`config.mk`:
```
export PLATFORM = sky130hd
export DESIGN_NAME = tick_compare_timer
export DESIGN_NICKNAME = d
export VERILOG_FILES = /design/src/rtl/tct_pkg.sv /design/src/rtl/tct_datapath.sv /design/src/rtl/tct_ctrl.sv /design/src/rtl/tick_compare_timer.sv
export SDC_FILE = /design/constraint.sdc
export NUM_CORES = 1
export LEC_CHECK = 0
export BUFFER_PORTS_ARGS = -buffer_cell sky130_fd_sc_hd__buf_4
export CAP_MARGIN = 20
export CELL_PAD_IN_SITES_DETAIL_PLACEMENT = 1
export CELL_PAD_IN_SITES_GLOBAL_PLACEMENT = 2
export CORE_MARGIN = 4
export CORE_UTILIZATION = 25
export DETAILED_ROUTE_END_ITERATION = 8
export PLACE_DENSITY_LB_ADDON = 0.1
export RECOVER_POWER = 100
export SLEW_MARGIN = 0
export SYNTH_ARGS = -nofsm -noshare
export SYNTH_HDL_FRONTEND = slang
export SYNTH_HIERARCHICAL = 1
export SYNTH_SLANG_ARGS = --single-unit
```
`constraint.sdc`:
```
create_clock -name clk -period 2.84 [get_ports clk]
set_input_delay 0.568 -clock clk [delete_from_list [all_inputs] [get_ports clk]]
set_output_delay 0.568 -clock clk [all_outputs]
set_load 0.005 [all_outputs]
```
`src/rtl/tct_pkg.sv`:
```
package tct_pkg;

  localparam logic ADDR_COUNT   = 1'b0;
  localparam logic ADDR_COMPARE = 1'b1;

  typedef struct packed {
    logic loadCount;
    logic loadCompare;
    logic stepCount;
  } tctStrobes_t;

endpackage

```
`src/rtl/tct_datapath.sv`:
```
module tct_datapath
  import tct_pkg::*;
#(
  parameter int CNT_W     = 32,
  parameter int RST_COUNT = 1,
  parameter int RST_CMP   = 0
) (
  input  logic             clk,
  input  logic             rst_n,
  input  tctStrobes_t      strobes,
  input  logic [CNT_W-1:0] wrData,
  input  logic             rdAddr,
  output logic [CNT_W-1:0] rdData,
  output logic             hitNow,
  output logic             steppedLast
);

  localparam logic [CNT_W-1:0] ONE       = CNT_W'(1);
  localparam logic [CNT_W-1:0] COUNT_INI = CNT_W'(RST_COUNT);
  localparam logic [CNT_W-1:0] CMP_INI   = CNT_W'(RST_CMP);

  logic [CNT_W-1:0] countReg;
  logic [CNT_W-1:0] compareReg;

  always_ff @(posedge clk) begin
    if (!rst_n) begin
      countReg    <= COUNT_INI;
      steppedLast <= 1'b0;
    end else begin
      if (strobes.loadCount)      countReg <= wrData;
      else if (strobes.stepCount) countReg <= countReg + ONE;
      steppedLast <= strobes.stepCount;
    end
  end

  always_ff @(posedge clk) begin
    if (!rst_n)                   compareReg <= CMP_INI;
    else if (strobes.loadCompare) compareReg <= wrData;
  end

  assign hitNow = (countReg == compareReg);
  assign rdData = (rdAddr == ADDR_COMPARE) ? compareReg : countReg;

  AST_COUNT_STEP: assert property (@(posedge clk) disable iff (!rst_n)
    strobes.stepCount |=> countReg == $past(countReg) + ONE);
  AST_COUNT_LOAD: assert property (@(posedge clk) disable iff (!rst_n)
    strobes.loadCount |=> countReg == $past(wrData));
  AST_COUNT_HOLD: assert property (@(posedge clk) disable iff (!rst_n)
    (!strobes.loadCount && !strobes.stepCount) |=> $stable(countReg));
  AST_CMP_LOAD: assert property (@(posedge clk) disable iff (!rst_n)
    strobes.loadCompare |=> compareReg == $past(wrData));

endmodule

```
`src/rtl/tct_ctrl.sv`:
```
module tct_ctrl
  import tct_pkg::*;
#(
  parameter int SEL_W    = 3,
  parameter bit HAS_PEND = 1'b1,
  localparam int LINES   = 1 << SEL_W
) (
  input  logic             clk,
  input  logic             rst_n,
  input  logic             tickEn,
  input  logic             freeze,
  input  logic             wrEn,
  input  logic             wrAddr,
  input  logic [SEL_W-1:0] lineSel,
  input  logic             hitNow,
  input  logic             steppedLast,
  output tctStrobes_t      strobes,
  output logic [LINES-1:0] irqVec,
  output logic             pendFlag
);

  logic irqLatch;
  logic matchEvt;

  always_comb begin
    strobes.loadCount   = wrEn && (wrAddr == ADDR_COUNT);
    strobes.loadCompare = wrEn && (wrAddr == ADDR_COMPARE);
    strobes.stepCount   = tickEn && !freeze && !strobes.loadCount;
  end

  // a match counts only when the counter arrived by incrementing
  assign matchEvt = steppedLast && hitNow && !freeze;

  always_ff @(posedge clk) begin
    if (!rst_n)                   irqLatch <= 1'b0;
    else if (strobes.loadCompare) irqLatch <= 1'b0;
    else if (matchEvt)            irqLatch <= 1'b1;
  end

  always_comb begin
    irqVec = '0;
    irqVec[lineSel] = irqLatch;
  end

  generate
    if (HAS_PEND) begin : g_pend
      logic pendReg;
      always_ff @(posedge clk) begin
        if (!rst_n)                   pendReg <= 1'b0;
        else if (strobes.loadCompare) pendReg <= 1'b0;
        else if (matchEvt)            pendReg <= 1'b1;
      end
      assign pendFlag = pendReg;
      AST_PEND_TRACKS: assert property (@(posedge clk) disable iff (!rst_n)
        pendFlag == (irqVec != '0));
    end else begin : g_nopend
      assign pendFlag = 1'b0;
    end
  endgenerate

  AST_IRQ_ONEHOT: assert property (@(posedge clk) disable iff (!rst_n)
    $onehot0(irqVec));
  AST_CMP_CLEARS: assert property (@(posedge clk) disable iff (!rst_n)
    strobes.loadCompare |=> irqVec == '0);
  AST_IRQ_STICKY: assert property (@(posedge clk) disable iff (!rst_n)
    (irqLatch && !strobes.loadCompare) |=> irqLatch);
  AST_FREEZE_NOIRQ: assert property (@(posedge clk) disable iff (!rst_n)
    (!irqLatch && freeze) |=> !irqLatch);
  AST_MATCH_RAISES: assert property (@(posedge clk) disable iff (!rst_n)
    (matchEvt && !strobes.loadCompare) |=> irqLatch);

endmodule

```
`src/rtl/tick_compare_timer.sv`:
```
module tick_compare_timer
  import tct_pkg::*;
#(
  parameter int CNT_W     = 32,
  parameter int SEL_W     = 3,
  parameter bit HAS_PEND  = 1'b1,
  parameter int RST_COUNT = 1,
  parameter int RST_CMP   = 0,
  localparam int LINES    = 1 << SEL_W
) (
  input  logic             clk,
  input  logic             rst_n,
  input  logic             tick_en,
  input  logic             freeze,
  input  logic             wr_en,
  input  logic             wr_addr,
  input  logic [CNT_W-1:0] wr_data,
  input  logic             rd_addr,
  output logic [CNT_W-1:0] rd_data,
  input  logic [SEL_W-1:0] line_sel,
  output logic [LINES-1:0] irq_out,
  output logic             pend_flag
);

  tctStrobes_t strobes;
  logic        hitNow;
  logic        steppedLast;

  tct_ctrl #(
    .SEL_W    (SEL_W),
    .HAS_PEND (HAS_PEND)
  ) u_ctrl (
    .clk         (clk),
    .rst_n       (rst_n),
    .tickEn      (tick_en),
    .freeze      (freeze),
    .wrEn        (wr_en),
    .wrAddr      (wr_addr),
    .lineSel     (line_sel),
    .hitNow      (hitNow),
    .steppedLast (steppedLast),
    .strobes     (strobes),
    .irqVec      (irq_out),
    .pendFlag    (pend_flag)
  );

  tct_datapath #(
    .CNT_W     (CNT_W),
    .RST_COUNT (RST_COUNT),
    .RST_CMP   (RST_CMP)
  ) u_dp (
    .clk         (clk),
    .rst_n       (rst_n),
    .strobes     (strobes),
    .wrData      (wr_data),
    .rdAddr      (rd_addr),
    .rdData      (rd_data),
    .hitNow      (hitNow),
    .steppedLast (steppedLast)
  );

endmodule

```
## Word-level counts from Yosys, hierarchy flattened

Cells that the tools add are included.

- Reductions and logical operators: 11
- Eq/ne operators: 1
- Order comparisons: 2
- Add/subtract/negate cells: 1
- Bitwise logic cells: 3
- Muxes and demuxes: 5

Operators by type and width:

| cell | count |
|---|---|
| 32-bit two-way mux | 3 |
| 32-bit by 1-bit adder with 32-bit output, second input constant | 1 |
| 32-bit equality test | 1 |
| 8-bit AND | 1 |
| 1-bit logical AND | 7 |
| 3-bit by 4-bit less-than comparator with 1-bit output, second input constant | 1 |
| 1-bit demux with 3-bit select | 1 |
| 3-bit by 1-bit greater-or-equal comparator with 1-bit output, second input constant | 1 |
| 1-bit zero test | 2 |
| 1-bit inverter | 2 |
| 2-bit nonzero test | 1 |
| 2-bit OR reduction | 1 |
| 1-bit two-way mux | 1 |

- Register bits after elaboration: 66
- Word-level logic and storage cells: 27
- Output and inout bits: 41
- Input bits: 42

## Logic depth before layout (Yosys ltp)

Gate-level depths: netlist of run 1.

- Word-level depth: 6
- Depth in mapped cells: 8
- Depth with buffers taken out: 6

## Modules after synthesis

The synthesis of run 1 kept the hierarchy.

Modules (own cells, without submodules):

| module | cells each | sequential area each (um2) | area each (um2) | times used |
|---|---|---|---|---|
| tct_datapath | 428 | 1301.2 | 3841.2 | 1 |
| tct_ctrl | 21 | 20.0 | 126.4 | 1 |

## Worst setup path after synthesis of run 1

Ideal clock, no wire load.

- Kind: input-to-reg
- Start point: input port wr_en
- End point: register u_dp.countReg[12]
- Data arrival time: 2.347 ns
- Buffers on the path: 2
- Path slack: 0.376 ns
- Required time: 2.724 ns
- Cell stages on the path: 8
- Library setup time: 0.116 ns
- Cell sequence: nor2b_1 > nor3b_1 > clkbuf_1 > and4_1 > clkbuf_1 > or4b_1 > xnor2_1 > o211a_1

RTL lines:

| item | line | text |
|---|---|---|
| start: declaration | tick_compare_timer.sv:15 | `input logic wr_en,` |
| end signal: assignment | tct_datapath.sv:30 | `if (strobes.loadCount) countReg <= wrData;` |
| end signal: assignment | tct_datapath.sv:31 | `else if (strobes.stepCount) countReg <= countReg + ONE;` |
| end: declaration | tct_datapath.sv:22 | `logic [CNT_W-1:0] countReg;` |

## Worst setup path after layout of run 1

- Start point: input port rd_addr
- End point: output port rd_data[26]

- Longest elaborated chain between the ends: 1

RTL lines:

| item | line | text |
|---|---|---|
| start: declaration | tick_compare_timer.sv:18 | `input logic rd_addr,` |
| 32-bit two-way mux | tct_datapath.sv:42 | `assign rdData = (rdAddr == ADDR_COMPARE) ? compareReg : countReg;` |
| end: declaration | tick_compare_timer.sv:19 | `output logic [CNT_W-1:0] rd_data,` |

No other way between the ends.

==> results_dict.tcl, run 1 <==
set metrics [dict create \
    status "finished, final reports clean" \
    root_buffer "clkbuf_16" \
    drive_above_1_share_pct 24.0 \
    reg2reg_slack_ns 0.49 \
    drc 0 \
    fp.dieW_um 134 \
    hold_class "input pin to flop" \
    ys_seq_area_share_pct 33.3 \
    postRouteAntennaNets 0 \
    synth_cell_types 40 \
    start_util_pct 25.8 \
    fmax_mhz 399 \
    io_pins 83 \
    syn_nets 492 \
    synth_area_per_cell_sq_um 8.84 \
    top_layer "met4" \
    postCtsSetupRepairBufs 0 \
    detail_route.wl_per_cell_um 18.5 \
    fin_crit_ns 2.51 \
    layout_commonest_cell "dfxtp_1" \
    worstPathArrival_ns 1.94 \
    report.final.slew_viol_count 0 \
    cts_tree "built" \
    path_class "input pin to output port" \
    vias_per_cell 4.88 \
    p_total_mw 2.53 \
    synth-seq-cells 66 \
    rsz0062_at_grt "false" \
    met2WireLength_mm 6.19 \
    end_kind "output port" \
    rows 45 \
    cts_resized 0 \
    hpwl_mm 9.74 \
    grt.overflow.total 0 \
    h-tree-depth 3 \
    first_pass_iters 4 \
    numCtsBuffers 9 \
    cts_buffer_depth 2 \
    stdcell_area_sq_um 5030 \
    grt_pass1_wl_mm 21.2 \
    final_cell_mix "dfxtp_1 (66), buf_4 (51), xor2_1 (36)" \
    placed_cell_area_sq_um 4790 \
    hold_viol 0 \
    min_period_over_period_pct 88.3 \
    grt_max_degree 69 \
    io_buffers 82 \
    clk_pin_slew_worst_paths_ns 0.05 \
    synth_edf_count 0 \
    leakage_nw 2.05 \
    synthArstFlopShare_pct 0 \
    routed_wirelength_mm 13.5 \
    syn_area_sq_um 3970 \
    maxCapViolations 0 \
    max_slew_margin_pct 14.7 \
    crit_path_start_kind "input pin" \
    vias 3570 \
    cts_num_sinks 66 \
    antenna_found_initial 0 \
    area_growth_pct 26.9 \
    setup_violations 0 \
    yosys_warnings 6 \
    vdd_ir_drop_max_uv 284 \
    clock_skew_ns 0.00360 \
    nFillCells 1822 \
    grt_pass1_vias 3657 \
    worst_ep_required_time_ns 2.27 \
    route.met3.wl_um 563 \
    tns_ns 0 \
    tightest_slew_ns 1.28 \
    antennaDiodeCount 0 \
    crit_fanout 36 \
    hold_slack_ns 0.474 \
    place_congestion 0.755 \
    grt_util_all_layers_pct 15.3 \
    netlist_instances 449 \
    cts_hold_buf 0 \
    power_density_nw_per_um2 503 \
    drt-initial-drc-count 174 \
    placeableCoreArea_sq_um 15400 \
    drt-met1-wl_mm 6.52 \
    insertion_delay_ns 0.34 \
    synth_ff_type "dfxtp_1" \
    die_y_um 134 \
    dieArea_sq_um 17900 \
    nNetsFinal 558 \
]
==> cells in the mapped netlist (7+ instances only) <==
cell	count	area share (%)
nor4_1	16	2.5
mux2i_1	33	8.3
a31oi_1	12	1.9
nand2b_1	8	1.3
o211a_1	7	1.8
clkbuf_1	28	2.6
or4_1	11	2.1
xnor2_1	8	1.8
o31ai_1	10	1.9
nand2_1	23	2.2
and4_1	11	2.4
mux2_2	28	7.9
inv_1	7	0.66
dfxtp_1	66	33
nor3_1	7	0.88
nand3_1	15	1.9
xor2_1	36	7.9
nor2_1	10	0.95
nand4_1	8	1.3
o21ai_0	28	3.5
nor2b_1	33	5.2
==> per-layer routing <==
metal,global-route usage [%],up-vias
met5,0,-
met4,4.51,0
met3,4.54,15
met2,23.9,60
met1,20.5,1730
li1,-,1765
==> cells by family after synthesis <==
| group | after synthesis | synth area share [%] |
|---|---|---|
| AO/OA/AOI/OAI | 74 | 12.2 |
| AND/OR/NAND/NOR | 160 | 24.1 |
| adder cells (fa/ha/maj) | 1 | 0.315 |
| XOR/XNOR | 44 | 9.71 |
| flip-flops | 66 | 33.3 |
| buffers and inverters | 43 | 4.13 |
| multiplexers | 61 | 16.3 |
==> power by group <==
part           switching (mW)  leakage [nW]  internal (mW)
Sequential             0.0770         0.542          0.979
Clock                   0.427         0.143          0.660
Combinational           0.188          1.36          0.198
==> final timing paths <==
kind                                 start  cells past startpoint                              to
min                             wr_data[3]                      2   u_dp/countReg[3]$_SDFFE_PN0P_
max reg2reg  u_dp/countReg[8]$_SDFFE_PN0P_                      4  u_dp/countReg[22]$_SDFFE_PN0P_
max                                rd_addr                      3                     rd_data[26]
min reg2reg    u_dp/steppedLast$_SDFF_PN0_                      2    u_ctrl/irqLatch$_SDFFE_PP0P_
==> cell type report <==
cell class	count	area, sq um	area share, %
clock buffer	14	274	5.44
clock inverter	2	10.0	0.199
inverter	7	26.3	0.522
multi-input combinational	340	2480	49.2
sequential	66	1320	26.2
tap	211	264	5.24
timing repair buffer	91	661	13.1
==> critical path, cell delays in order <==
cell and delay [ns]:
clkbuf_2 0.79, mux2_1 0.42, buf_4 0.15
==> through the flow <==
step,cells,utilization (%),worst slack (ns)
final,731,32.8,0.331
after global routing,731,32.8,0.254
after CTS,731,33.0,0.482
after detailed placement,715,31.2,0.241
after global placement,715,31.2,0.275
after floorplan,449,-,0.376
==> flip-flops by register name (all words and copies together) (netlist names) <==
| name | flops |
|---|---|
| u_dp/compareReg | 32 |
| u_ctrl/irqLatch | 1 |
| u_dp/steppedLast | 1 |
| u_dp/countReg | 32 |
(Power assumes the default switching activity.)
==> inputs of run 2 (changes only) <==
Settings changed: CORE_UTILIZATION 25 to 33.
==> results_dict.tcl, run 2 (synthesized netlist as in run 1, its figures left out) <==
set metrics [dict create \
    crit_path_start_kind "input pin" \
    insertion_delay_ns 0.33 \
    p_switching_mw 0.648 \
    grt_max_degree 69 \
    rows 39 \
    crit_fanout 36 \
    grt_pass1_wl_mm 20.3 \
    h-tree-depth 3 \
    io_buffers 82 \
    power.internal_mw 1.80 \
    report.final.slew_viol_count 16 \
    hold_viol 0 \
    maxCapViolations 1 \
    tightest_slew_ns 1.56 \
    start_util_pct 34.2 \
    hold_class "flop to flop" \
    violations "capacitance limit, slew limit" \
    antenna_found_initial 0 \
    grt_util_all_layers_pct 18.2 \
    layout_commonest_cell "dfxtp_1" \
    stdcell_area_sq_um 4930 \
    placeableCoreArea_sq_um 11600 \
    min_period_over_period_pct 86.4 \
    dieArea_sq_um 13800 \
    pre_cts_ws_ns 0.134 \
    area_growth_pct 24.2 \
    fin_crit_ns 2.45 \
    routed_wirelength_mm 12.5 \
    p_total_mw 2.45 \
    cts_resized 0 \
    fmax_mhz 408 \
    grt_pass1_vias 3680 \
    max_slew_margin_pct -4.35 \
    met2_usage_pct 29.1 \
    vias 3531 \
    top_regs "u_dp/compareReg: 32 flops, u_dp/countReg: 32 flops" \
    swShare_pct 26.4 \
    rsz0062_at_grt "false" \
    setup_violations 0 \
    fp.dieW_um 118 \
    leakage_nw 2.04 \
    worst_ep_required_time_ns 2.27 \
    numCtsBuffers 9 \
    io_pins 83 \
    clock_skew_ns 0.00514 \
    grt_util_met1_pct 24.6 \
    postCtsSetupRepairBufs 0 \
    vias_per_cell 5.37 \
    final_cells 658 \
    drt-initial-drc-count 197 \
    drc 0 \
    drive_above_1_share_pct 24.3 \
    p_comb_share_pct 15.8 \
    cts_buffer_depth 2 \
    power_density_nw_per_um2 498 \
    timing.final.ws_setup_ns 0.387 \
    placed_cell_area_sq_um 4690 \
    path_class "input pin to output port" \
    cts_hold_buf 0 \
    top_usage_layer "met2" \
    grt.overflow.total 0 \
    end_kind "output port" \
    grt_util_met3_pct 4.52 \
    placedCellCount 645 \
    hold_slack_ns 0.484 \
    postRouteAntennaNets 0 \
    final_cell_mix "dfxtp_1 (66), buf_4 (49), xor2_1 (36)" \
    vdd_ir_drop_max_uv 316 \
    root_buffer "clkbuf_16" \
    clk_pin_slew_worst_paths_ns 0.05 \
    detail_route.wl_per_cell_um 19.0 \
    tns_ns 0 \
    place_congestion 0.784 \
    die_y_um 118 \
    pwr-share-seq_pct 43.0 \
    nNetsFinal 556 \
    cts_tree "built" \
    cts_num_sinks 66 \
    first_pass_iters 4 \
    final_util_pct 42.4 \
    antennaDiodeCount 0 \
    worstPathArrival_ns 1.88 \
    hpwl_mm 9.03 \
    status "finished with violations" \
    pwr-share-clk_pct 41.2 \
]
run 2: layout make-up:
| cell class | count | area (sq um) |
|---|---|---|
| clock buffers | 13 | 260 |
| flip-flops and latches | 66 | 1320 |
| inverters | 7 | 26.3 |
| multi-input cells | 340 | 2480 |
| repair buffers | 89 | 663 |
| fillers | 1376 | 6690 |
| well taps | 143 | 179 |
run 2: critical path, stage by stage:
cell and delay (ns):
clkbuf_2 0.74, mux2_2 0.42, clkbuf_4 0.14
run 2: power by group through the flow:
stage	registers [mW]	logic, mW	clock network, mW
2_1_floorplan	1.04	0.241	0
3_3_place_gp	1.07	0.394	0
3_5_place_dp	1.07	0.396	0
4_1_cts	1.05	0.399	1.05
5_1_grt	1.07	0.428	1.09
6_report	1.05	0.389	1.01
run 2: path summary, 6_finish.rpt:
| kind | from | end | slack (ns) | cells after the start |
|---|---|---|---|---|
| setup reg to reg | u_dp/countReg[8]$_SDFFE_PN0P_ | u_dp/countReg[22]$_SDFFE_PN0P_ | 0.48 | 4 |
| hold / removal | u_dp/steppedLast$_SDFF_PN0_ | u_ctrl/irqLatch$_SDFFE_PP0P_ | 0.48 | 2 |
| setup / recovery | rd_addr | rd_data[18] | 0.39 | 3 |
| hold reg to reg | u_dp/steppedLast$_SDFF_PN0_ | u_ctrl/irqLatch$_SDFFE_PP0P_ | 0.48 | 2 |
run 2: metal layers:
metal | wire [um] | vias to the layer above
met2 | 5880 | 54
met1 | 6150 | 1715
met4 | 84 | 0
met3 | 381 | 8
li1 | - | 1754
met5 | 0 | -
==> inputs of run 3 (changes only) <==
Settings changed: CORE_UTILIZATION 33 to 34, CTS_BUF_LIST set to sky130_fd_sc_hd__clkbuf_4 sky130_fd_sc_hd__clkbuf_8.
==> results_dict.tcl, run 3 (synthesized netlist as in run 1, its figures left out) <==
set metrics [dict create \
    drc 0 \
    status "finished with violations" \
    timing.final.ws_setup_ns 0.412 \
    path_class "input pin to output port" \
    maxCapViolations 1 \
    worstPathArrival_ns 1.86 \
    layout_commonest_cell "dfxtp_1" \
    place_congestion 0.781 \
    start_util_pct 34.7 \
    worst_ep_required_time_ns 2.27 \
    rows 39 \
    h-tree-depth 3 \
    fp.dieW_um 116 \
    grt_util_all_layers_pct 18.8 \
    grt.overflow.total 0 \
    vdd_ir_drop_max_uv 262 \
    routed_wirelength_mm 12.3 \
    critPathCapture "rd_data[23]" \
    cts_num_sinks 66 \
    leakage_nw 1.99 \
    fin_crit_ns 2.43 \
    cts_resized 0 \
    cp-startpoint "rd_addr" \
    pre_cts_ws_ns 0.103 \
    detail_route.wl_per_cell_um 18.6 \
    top_regs "u_dp/compareReg: 32 flops, u_dp/countReg: 32 flops" \
    die_y_um 116 \
    drt-initial-drc-count 157 \
    hold_class "input pin to flop" \
    io_pins 83 \
    rsz0062_at_grt "false" \
    min_period_over_period_pct 85.5 \
    grt_max_degree 69 \
    insertion_delay_ns 0.35 \
    nNetsFinal 556 \
    root_buffer "clkbuf_8" \
    cpPeakStageDelay_ns 0.72 \
    postCtsSetupRepairBufs 0 \
    hold_viol 0 \
    vias 3550 \
    cts_tree "built" \
    drive_above_1_share_pct 25.0 \
    cpLargestDelayFamily "buffers and inverters" \
    violations "capacitance limit, slew limit" \
    grt_pass1_wl_mm 19.5 \
    postRouteAntennaNets 0 \
    report.final.slew_viol_count 17 \
    io_buffers 82 \
    area_growth_pct 21.8 \
    r2r_start "u_dp/countReg[8]$_SDFFE_PN0P_" \
    cts_buffer_depth 2 \
    first_pass_iters 4 \
    cts_hold_buf 0 \
    worst-path-stages 3 \
    end_kind "output port" \
    power_density_nw_per_um2 447 \
    vias_per_cell 5.40 \
    placeableCoreArea_sq_um 11400 \
    reg2reg_to "u_dp/countReg[22]$_SDFFE_PN0P_" \
    critPathBufInv 2 \
    reg2reg_slack_ns 0.42 \
    fmax_mhz 412 \
    antennaDiodeCount 0 \
    hpwl_mm 8.96 \
    clk_pin_slew_worst_paths_ns 0.06 \
    tightest_slew_ns 1.71 \
    final_cell_mix "dfxtp_1 (66), buf_4 (49), clkbuf_4 (36), xor2_1 (36)" \
    grt_pass1_vias 3692 \
    rr_worst_depth 4 \
    antenna_found_initial 0 \
    tns_ns 0 \
    dieArea_sq_um 13500 \
    crit_fanout 36 \
    max_slew_margin_pct -14.2 \
    crit_slowest_cell "clkbuf_2" \
    clock_skew_ns 0.00444 \
    path_cells "clkbuf_2, mux2_2, clkbuf_4" \
    numCtsBuffers 9 \
    crit_path_start_kind "input pin" \
    hold_slack_ns 0.468 \
    setup_violations 0 \
]
-- run 3: cell counts in the layout (fill, tap and decap cells not counted) --
Identical to the previous run, type by type.
-- run 3: area by class of cell --
type                    count  area, sq um
clock buffers              13          166
flip-flops and latches     66         1320
repair buffers             89          663
inverters                   7         26.3
fillers                  1374         6590
multi-input cells         340         2480
well taps                 143          179
-- run 3: routing by layer --
metal / wire [um] / GRT usage (%) / part of all wire, %
met1: 5890 / 24.8 / 48
met2: 5920 / 31.3 / 48
met3: 347 / 4.80 / 2.8
met4: 96 / 3.94 / 0.78
met5: 0 / 0 / 0
-- run 3: where the power goes --
group | leakage [nW] | switching (mW) | internal [mW] | total, mW
logic | 1.36 | 0.186 | 0.202 | 0.387
clock network | 0.0883 | 0.349 | 0.370 | 0.719
registers | 0.542 | 0.0745 | 0.978 | 1.05
total | 1.99 | 0.609 | 1.55 | 2.16
-- run 3: per-stage QoR --
step / instances / total power [mW] / area (sq um) / util, %
after floorplan: 449 / 1.28 / 3970 / -
after global placement: 645 / 1.46 / 4690 / 41.1
after detailed placement: 645 / 1.47 / 4690 / 41.1
after CTS: 658 / 2.20 / 4860 / 42.5
after global routing: 658 / 2.28 / 4830 / 42.3
final: 658 / 2.16 / 4830 / 42.3
-- run 3: how the worst min path moves through the flow --
stage,startpoint,to,slack (ns),depth (start not counted)
2_1_floorplan,u_dp/steppedLast$_SDFF_PN0_,u_ctrl/irqLatch$_SDFFE_PP0P_,0.46,2
3_3_place_gp,u_ctrl/irqLatch$_SDFFE_PP0P_,u_ctrl/irqLatch$_SDFFE_PP0P_,0.49,2
3_5_place_dp,u_dp/steppedLast$_SDFF_PN0_,u_ctrl/irqLatch$_SDFFE_PP0P_,0.48,2
4_1_cts,wr_data[3],u_dp/countReg[3]$_SDFFE_PN0P_,0.45,2
5_1_grt,wr_data[3],u_dp/countReg[3]$_SDFFE_PN0P_,0.45,2
6_report,wr_data[3],u_dp/countReg[3]$_SDFFE_PN0P_,0.47,2
